--- src/rtl/ioRedirPkg.sv ---
package ioRedirPkg;
  localparam logic [7:0] OFS_SEL = 8'h00;
  localparam logic [7:0] OFS_WIN = 8'h10;
  localparam logic [7:0] OFS_EOI = 8'h40;
  localparam logic [7:0] REG_ID  = 8'h00;
  localparam logic [7:0] REG_VER = 8'h01;
  localparam logic [7:0] REG_ARB = 8'h02;
  localparam logic [7:0] TBL_BASE = 8'h10;
  localparam logic [63:0] ENTRY_RW = 64'hFF00_0000_0001_AFFF;
  localparam logic [63:0] ENTRY_RO = 64'h0000_0000_0000_5000;
  localparam logic [63:0] ENTRY_RST = 64'h0000_0000_0001_0000;

  typedef enum logic [2:0] {
    RD_NONE, RD_SEL, RD_ID, RD_VER, RD_ENTRY
  } rdSrcT;

  typedef struct packed {
    logic       selWr;
    logic       idWr;
    logic       entryWr;
    logic       entryHi;
    logic [7:0] entryIdx;
    logic       eoiWr;
    rdSrcT      rdSrc;
  } winStrobeT;
endpackage

--- src/rtl/ioRedirCtrl.sv ---
module ioRedirCtrl
  import ioRedirPkg::*;
#(
  parameter int ADDR_W = 12,
  parameter int NUM_PINS = 24,
  parameter logic [7:0] VERSION = 8'h20
) (
  input  logic              clk,
  input  logic              rstN,
  input  logic              busValid,
  input  logic              busWrite,
  input  logic [ADDR_W-1:0] busAddr,
  input  logic [2:0]        busSize,
  input  logic [7:0]        selReg,
  output winStrobeT         strb
);
  logic [7:0] lowAddr;
  logic sizeOk, isSel, isWin, isEoi, winAcc, entryHit;
  logic [7:0] relSel;

  assign lowAddr = busAddr[7:0];
  assign sizeOk  = (busSize == 3'd4);
  assign isSel   = (lowAddr == OFS_SEL);
  assign isWin   = (lowAddr == OFS_WIN);
  assign isEoi   = (lowAddr == OFS_EOI);
  assign winAcc  = busValid && isWin && sizeOk;
  assign relSel  = selReg - TBL_BASE;
  assign entryHit = (selReg >= TBL_BASE) && ({1'b0, relSel[7:1]} < 8'(NUM_PINS));

  always_comb begin
    strb = '0;
    strb.entryIdx = {1'b0, relSel[7:1]};
    strb.entryHi  = selReg[0];
    strb.selWr    = busValid && busWrite && isSel;
    strb.idWr     = winAcc && busWrite && (selReg == REG_ID);
    strb.entryWr  = winAcc && busWrite && entryHit;
    strb.eoiWr    = busValid && busWrite && isEoi && sizeOk && (VERSION == 8'h20);
    strb.rdSrc    = RD_NONE;
    if (busValid && !busWrite) begin
      if (isSel) strb.rdSrc = RD_SEL;
      else if (winAcc) begin
        if (selReg == REG_ID || selReg == REG_ARB) strb.rdSrc = RD_ID;
        else if (selReg == REG_VER) strb.rdSrc = RD_VER;
        else if (entryHit) strb.rdSrc = RD_ENTRY;
      end
    end
  end

  AST_WIN_SIZE: assert property (@(posedge clk) disable iff (!rstN)
    (strb.entryWr || strb.idWr) |-> (busSize == 3'd4));
  AST_EOI_SIZE: assert property (@(posedge clk) disable iff (!rstN)
    strb.eoiWr |-> (busSize == 3'd4 && busAddr[7:0] == OFS_EOI));
endmodule

--- src/rtl/ioRedirData.sv ---
module ioRedirData
  import ioRedirPkg::*;
#(
  parameter int NUM_PINS = 24,
  parameter logic [7:0] VERSION = 8'h20
) (
  input  logic                clk,
  input  logic                rstN,
  input  winStrobeT           strb,
  input  logic [31:0]         busWdata,
  input  logic [NUM_PINS-1:0] remoteSet,
  output logic [7:0]          selReg,
  output logic [31:0]         busRdata,
  output logic                serviceReq,
  output logic                eoiValid,
  output logic [7:0]          eoiVector
);
  localparam int IW = (NUM_PINS > 1) ? $clog2(NUM_PINS) : 1;

  logic [3:0]  idReg;
  logic [63:0] tbl    [NUM_PINS];
  logic [63:0] tblNxt [NUM_PINS];
  logic [IW-1:0] wIdx;

  assign wIdx = strb.entryIdx[IW-1:0];

  for (genvar i = 0; i < NUM_PINS; i++) begin : g_entry
    logic [63:0] merged;
    always_comb begin
      merged = strb.entryHi ? {busWdata, tbl[i][31:0]} : {tbl[i][63:32], busWdata};
      tblNxt[i] = tbl[i];
      if (strb.entryWr && strb.entryIdx == 8'(i)) begin
        tblNxt[i] = (merged & ENTRY_RW) | (tbl[i] & ENTRY_RO);
        if (!tblNxt[i][15]) tblNxt[i][14] = 1'b0;
      end
      if (remoteSet[i] && tblNxt[i][15]) tblNxt[i][14] = 1'b1;
    end
    always_ff @(posedge clk) begin
      if (!rstN) tbl[i] <= ENTRY_RST;
      else       tbl[i] <= tblNxt[i];
    end
  end

  always_ff @(posedge clk) begin
    if (!rstN) begin
      selReg     <= '0;
      idReg      <= '0;
      serviceReq <= 1'b0;
      eoiValid   <= 1'b0;
      eoiVector  <= '0;
    end else begin
      if (strb.selWr) selReg <= busWdata[7:0];
      if (strb.idWr)  idReg  <= busWdata[27:24];
      serviceReq <= strb.entryWr;
      eoiValid   <= strb.eoiWr;
      if (strb.eoiWr) eoiVector <= busWdata[7:0];
    end
  end

  always_comb begin
    case (strb.rdSrc)
      RD_SEL:   busRdata = {24'h0, selReg};
      RD_ID:    busRdata = {4'h0, idReg, 24'h0};
      RD_VER:   busRdata = {8'h0, 8'(NUM_PINS - 1), 8'h0, VERSION};
      RD_ENTRY: busRdata = strb.entryHi ? tbl[wIdx][63:32] : tbl[wIdx][31:0];
      default:  busRdata = '0;
    endcase
  end

  AST_SERVICE_PULSE: assert property (@(posedge clk) disable iff (!rstN)
    strb.entryWr |=> serviceReq);
  AST_EDGE_CLEARS: assert property (@(posedge clk) disable iff (!rstN)
    (strb.entryWr && !strb.entryHi && !busWdata[15]) |=> !tbl[$past(wIdx)][14]);
  AST_ID_HOLD: assert property (@(posedge clk) disable iff (!rstN)
    !$past(strb.idWr) |-> $stable(idReg));
  AST_EOI_FOLLOWS: assert property (@(posedge clk) disable iff (!rstN)
    eoiValid |-> $past(strb.eoiWr));
endmodule

--- src/rtl/ioRedirWindow.sv ---
module ioRedirWindow
  import ioRedirPkg::*;
#(
  parameter int ADDR_W = 12,
  parameter int NUM_PINS = 24,
  parameter logic [7:0] VERSION = 8'h20
) (
  input  logic                clk,
  input  logic                rstN,
  input  logic                busValid,
  input  logic                busWrite,
  input  logic [ADDR_W-1:0]   busAddr,
  input  logic [2:0]          busSize,
  input  logic [31:0]         busWdata,
  output logic [31:0]         busRdata,
  input  logic [NUM_PINS-1:0] remoteSet,
  output logic                serviceReq,
  output logic                eoiValid,
  output logic [7:0]          eoiVector
);
  winStrobeT  strb;
  logic [7:0] selReg;

  ioRedirCtrl #(.ADDR_W(ADDR_W), .NUM_PINS(NUM_PINS), .VERSION(VERSION)) u_ctrl (
    .clk(clk), .rstN(rstN), .busValid(busValid), .busWrite(busWrite),
    .busAddr(busAddr), .busSize(busSize), .selReg(selReg), .strb(strb)
  );

  ioRedirData #(.NUM_PINS(NUM_PINS), .VERSION(VERSION)) u_data (
    .clk(clk), .rstN(rstN), .strb(strb), .busWdata(busWdata),
    .remoteSet(remoteSet), .selReg(selReg), .busRdata(busRdata),
    .serviceReq(serviceReq), .eoiValid(eoiValid), .eoiVector(eoiVector)
  );
endmodule

--- config.mk ---
export PLATFORM = sky130hd
export DESIGN_NAME = ioRedirWindow
export DESIGN_NICKNAME = d
export VERILOG_FILES = /design/src/rtl/ioRedirPkg.sv /design/src/rtl/ioRedirCtrl.sv /design/src/rtl/ioRedirData.sv /design/src/rtl/ioRedirWindow.sv
export SDC_FILE = /design/constraint.sdc
export NUM_CORES = 2
export LEC_CHECK = 0
export ABC_AREA = 1
export BUFFER_PORTS_ARGS = -buffer_cell sky130_fd_sc_hd__buf_2
export CORE_MARGIN = 3
export CORE_UTILIZATION = 30
export DETAILED_ROUTE_END_ITERATION = 10
export GPL_TIMING_DRIVEN = 0
export PLACE_DENSITY = 0.53
export SYNTH_ARGS = -nofsm -noshare
export SYNTH_HDL_FRONTEND = slang
export SYNTH_HIERARCHICAL = 1
export SYNTH_SLANG_ARGS = --single-unit
--- constraint.sdc ---
create_clock -name clk -period 2.4 [get_ports clk]
set_clock_uncertainty 0.2 [all_clocks]
set_input_delay 0 -clock clk [delete_from_list [all_inputs] [get_ports clk]]
set_output_delay 0 -clock clk [all_outputs]
set_load 0.01 [all_outputs]
# After elaboration in Yosys (flattened, before gate mapping)
# Memory sizes are Yosys's and may differ from the RTL's.
# Cells that the tools add are included.
# totals
regBits	22
mem_bits_rw	1536
in_bits	75
out_inout_bits	42
wordCells	283
n_memories	1
# memory_table
memory	depth	word_bits	rd	rd_ports_with_merged_regs	wr	line_no	rtl
u_data.tbl	24	64	25	0	24	ioRedirData.sv:21	logic [63:0] tbl [NUM_PINS];
# classes
addsub	1
n_lt_le_gt_ge	2
eq_ne	32
n_mux	130
bitwise	48
n_reduce_logical	64
# op_table
operator	n
$mux 64	72
$or 64x15->64	24
$pmux 32 s4	1
$logic_and 1x1->1	59
$eq 7x4->1 const B	8
$eq 7x5->1 const B	8
$mux 1	50
$mux 32	1
$eq 7x3->1 const B	4
$logic_not 8->1	3
$or 1x1->1	24
$mux 3	6
$eq 7x2->1 const B	2
$eq 8x1->1 const B	1
$eq 8x2->1 const B	1
$eq 8x5->1 const B	1
$eq 8x7->1 const B	1
$ge 8x5->1 const B	1
$sub 8x5->8 const B	1
$eq 7x1->1 const B	1
$lt 7x5->1 const B	1
$eq 3x2->1 const B	2
$eq 3x3->1 const B	2
$eq 3x1->1 const B	1
other kinds (2)	2

# Depth between registers and ports, before layout
# logic_depth
ltp_word	11
ltp_mapped	16
ltp_nobuf	16

# By module
# The synthesis kept the hierarchy.
# modules_own_cells
mod	n_inst	cells_each	area_each_um2	seq_area_each_um2
ioRedirData	1	3787	26172.6	11971.5
ioRedirCtrl	1	66	331.6	0.0

# Worst setup path before layout
# No wires, ideal clock.
# synth_path
path_type	register to register
from	reg u_data.selReg[4]
to	mem u_data.tbl[16][14]
setup_time_ps	132
arrival_ps	2237
required_time_ps	2068
path_slack_ps	-170
path_stages_with_launch	13
path_buffers	1
period_less_slack_ps	2570
path_cell_list	dfxtp_1 > inv_1 > ha_1 > xor2_1 > nor2_1 > nand2_1 > nor2_1 > nand4_2 > nor2_1 > buf_2 > nand2_1 > o211ai_1 > a21oi_1
# synth_rtl
item	line_no	rtl
from (decl)	ioRedirData.sv:12	output logic [7:0] selReg,
from (signal assigned)	ioRedirData.sv:52	if (strb.selWr) selReg <= busWdata[7:0];
to (decl)	ioRedirData.sv:21	

==> impl_metrics.py <==
metrics = {
    "status": {
        "status": "finished, violations left",
        "violations": "max-capacitance violations, max-slew violations, negative setup slack",
    },
    "critical_path": {
        "max_stage_delay_ps": 380,
        "crit_arrival_ps": 2980,
        "required_ps": 2200,
        "path_class": "reg -> out",
        "critPathBufInv": 5,
        "startpoint_type": "flop",
        "cp_max_fo": 10,
        "cp_cell_sequence": "clkinvlp_4, ha_2, inv_1, buf_2, buf_2, o211ai_1, a21oi_4, buf_6",
        "worst_setup_path_end_kind": "output pin",
        "cp_slowest_cell": "o211ai_1",
        "cp_common_cell": "buf_2",
        "cp_top_family": "buffers and inverters",
    },
    "flow_run": {
        "drv_cap": 3,
    },
    "routing": {
        "drt_iter0_markers": 3832,
        "avgRoutedWirePerCell_um": 24.9,
        "drt-total-wl_um": 135000,
        "dr.pass1.iters": 6,
        "vias": 29400,
        "drtAntennaViolNets": 0,
        "avgViaCountPerCell": 5.41,
        "drc": 0,
    },
    "hold_path": {
        "min_path_type": "in -> reg",
    },
    "final_layout": {
        "drive_gt1_share_pct": 16.9,
        "area_growth_pct": 31.9,
        "fin_nets": 4291,
        "regArea_um2": 12000,
        "fillers": 9188,
        "stdcell_area_um2": 35000,
        "multiInputGateArea_um2": 13000,
    },
    "timing": {
        "tightest_slew_ps": 1540,
        "slew_headroom_pct": -2.49,
        "setup_ws_ps": -777,
        "period_share_pct": 132,
        "rsz0062_at_grt": "yes",
        "fin_crit_ps": 3180,
        "max_freq_ghz": 0.315,
        "setup_violations": 613,
        "final-max-slew-violation-count": 36,
        "fin_tns_setup_ps": -266570,
        "hold_violations": 0,
    },
    "global_route": {
        "grt_pass1_vias": 26400,
        "grt_start_max_net_pins": 14,
        "grt-ovfl-total": 0,
        "antenna_found_initial": 6,
        "grt_util_all_layers_pct": 27.9,
        "grt_pass1_wl_um": 185000,
    },
    "floorplanning": {
        "io_pins": 117,
        "die_area_um2": 91900,
        "rows": 108,
        "fp.coreArea_um2": 87200,
        "die_x_um": 303,
        "start_util_pct": 30.4,
        "die_h_um": 303,
    },
    "cts": {
        "clk_latency_ps": 610,
        "clockBufferDepth": 3,
        "htreeDepth": 3,
        "cts_num_sinks": 598,
        "cts_tree": "built",
        "numCtsBuffers": 68,
        "cts.clk_slew.worst_paths_ps": 60,
        "root_buffer": "clkbuf_16",
    },
    "logic_synthesis": {
        "synthArstFlopShare_pct": 0,
        "synth_cells": 3853,
        "synth_ff_type": "dfxtp_1",
        "syn_area_um2": 26500,
        "ys_ff_latch": 598,
        "synth_top_cell_area_share_pct": 45.2,
        "yosysWarningCount": 6,
        "yosys-top-cells-area": "dfxtp_1, nand2_1, a21oi_1",
        "synth_top_cells_by_count": "nand2_1, a21oi_1, dfxtp_1, o21ai_0, inv_1",
        "ys_seq_area_share_pct": 45.2,
        "synth-edff-count": 0,
        "avgSynthCellArea_um2": 6.88,
        "synth_cell_types": 29,
        "yosysMostFrequentCell": "nand2_1",
        "yosysTopAreaCell": "dfxtp_1",
    },
    "power_and_ir_drop": {
        "pwr_density_cell_nw_per_um2": 632,
        "p_leak_nw": 14.1,
        "switching_share_pct": 23.9,
        "clockPowerShare_pct": 50.7,
        "ir_drop_mv": 0.503,
        "p_int_mw": 16.8,
        "seq_power_share_pct": 44.9,
        "power.switching_mw": 5.29,
        "comb_power_share_pct": 4.4,
    },
    "place": {
        "hpwlAfterDp_um": 93600,
        "place_area_um2": 28400,
        "place_congestion": 1.06,
        "portBuffers": 88,
    },
}
## flip-flops by register name, indices dropped and copies added (netlist names)
signal,count
u_data/selReg,8
u_data/idReg,4
u_data/eoiValid,1
u_data/tbl,576
u_data/eoiVector,8
u_data/serviceReq,1
## stage by stage
stage | cells | util [%] | power (mW) | worst slack, ps | hold WS (ps)
after global placement | 5100 | 32.6 | 11.0 | -1230 | -3.13
after CTS | 5335 | 38.2 | 22.1 | -676 | 0.437
after detailed placement | 5100 | 32.6 | 11.0 | -1240 | 1.24
after floorplan | 3857 | - | 10.5 | -33.3 | -89.6
final | 5432 | 40.1 | 22.1 | -777 | 9.41
after global routing | 5424 | 40.1 | 22.5 | -816 | 25.1
## what timing repair did
| item | CTS | global route |
|---|---|---|
| setup buffers | 44 | 65 |
| gates resized for setup | 455 | 326 |
| setup endpoints to repair | 605 | 618 |
| endpoints found under the hold margin | 285 | 0 |
| pin swaps | 29 | 34 |
| hold buffers | 60 | 0 |
| cloned | 7 | 24 |
## final cells by class
class                           instances  share of cell area (%)
Sequential cell                       598                    34.3
Clock buffer                           99                    5.84
Antenna cell                            8                  0.0572
Clock inverter                         26                   0.955
Tap cell                             1155                    4.13
Inverter                              309                    3.69
Timing Repair Buffer                  281                    7.32
Multi-Input combinational cell       2652                    37.3
Buffer                                298                    6.38
Timing Repair inverter                  6                  0.0930
## worst reg2reg max path, stage by stage (launching register included)
cell and delay, ps:
dfxtp_4 360, clkinvlp_4 120, ha_2 210, xor2_1 150
nor2_1 140, nand2_2 120, nor2_4 120, buf_12 140
clkinvlp_4 180, buf_6 170, nor2_4 160, buf_6 130
buf_6 90, nand2_4 60, nor2_4 210, buf_4 170
buf_6 110, a21oi_1 60
## cells in the final DEF, fill, tap and decap left out, types with 30 or more instances in the layout
cell / netlist / routed
nand3_1: 103 / 83
buf_2: 73 / 99
clkbuf_8: 0 / 38
buf_4: 18 / 104
o21ai_0: 572 / 478
buf_6: 0 / 93
o211ai_1: 30 / 30
nor2_1: 131 / 107
dlygate4sd3_1: 0 / 60
clkbuf_1: 183 / 124
clkbuf_16: 0 / 87
a21oi_1: 609 / 594
inv_1: 271 / 260
o21ai_1: 30 / 100
nor2_4: 12 / 35
nand2_1: 1076 / 1033
dfxtp_1: 598 / 594
## cell families after synthesis
logic type,share of synthesized area [%]
DFF,45.2
and+or+nand+nor,20.7
other,0.0283
AOI/OAI and AO/OA,24.8
adders and majority gates,0.0944
buffers and inverters,9.21
xor gates and xnor gates,0.0661
## power groups by stage
stage	Combinational, mW	Sequential [mW]	Clock [mW]
finish	0.964	9.92	11.2
global route	0.971	9.92	11.7
CTS	0.908	9.92	11.3
detailed placement	0.822	10.1	0
global placement	0.827	10.1	0
floorplan	0.318	10.1	0
## layer usage
metal / up-vias / routed length (um) / track usage (%) / share of wire, %
met5: - / 0 / 0 / 0
met4: 0 / 7910 / 14.7 / 5.9
met3: 317 / 13700 / 6.26 / 10
li1: 13400 / - / - / -
met1: 14100 / 55300 / 37.2 / 41
met2: 1568 / 58000 / 42.0 / 43
## path summary, 6_finish.rpt
check	depth (start not counted)	from	endpoint	slack [ps]
min reg2reg	2	u_data/tbl[14][62]	u_data/tbl[14][62]	250
min	3	busWdata[0]	u_data/tbl[14][0]	9
max	8	u_data/selReg[4]	busRdata[14]	-780
max reg2reg	17	u_data/selReg[4]	u_data/tbl[11][11]	-680
Note: power is estimated with default switching activity, not from simulation.
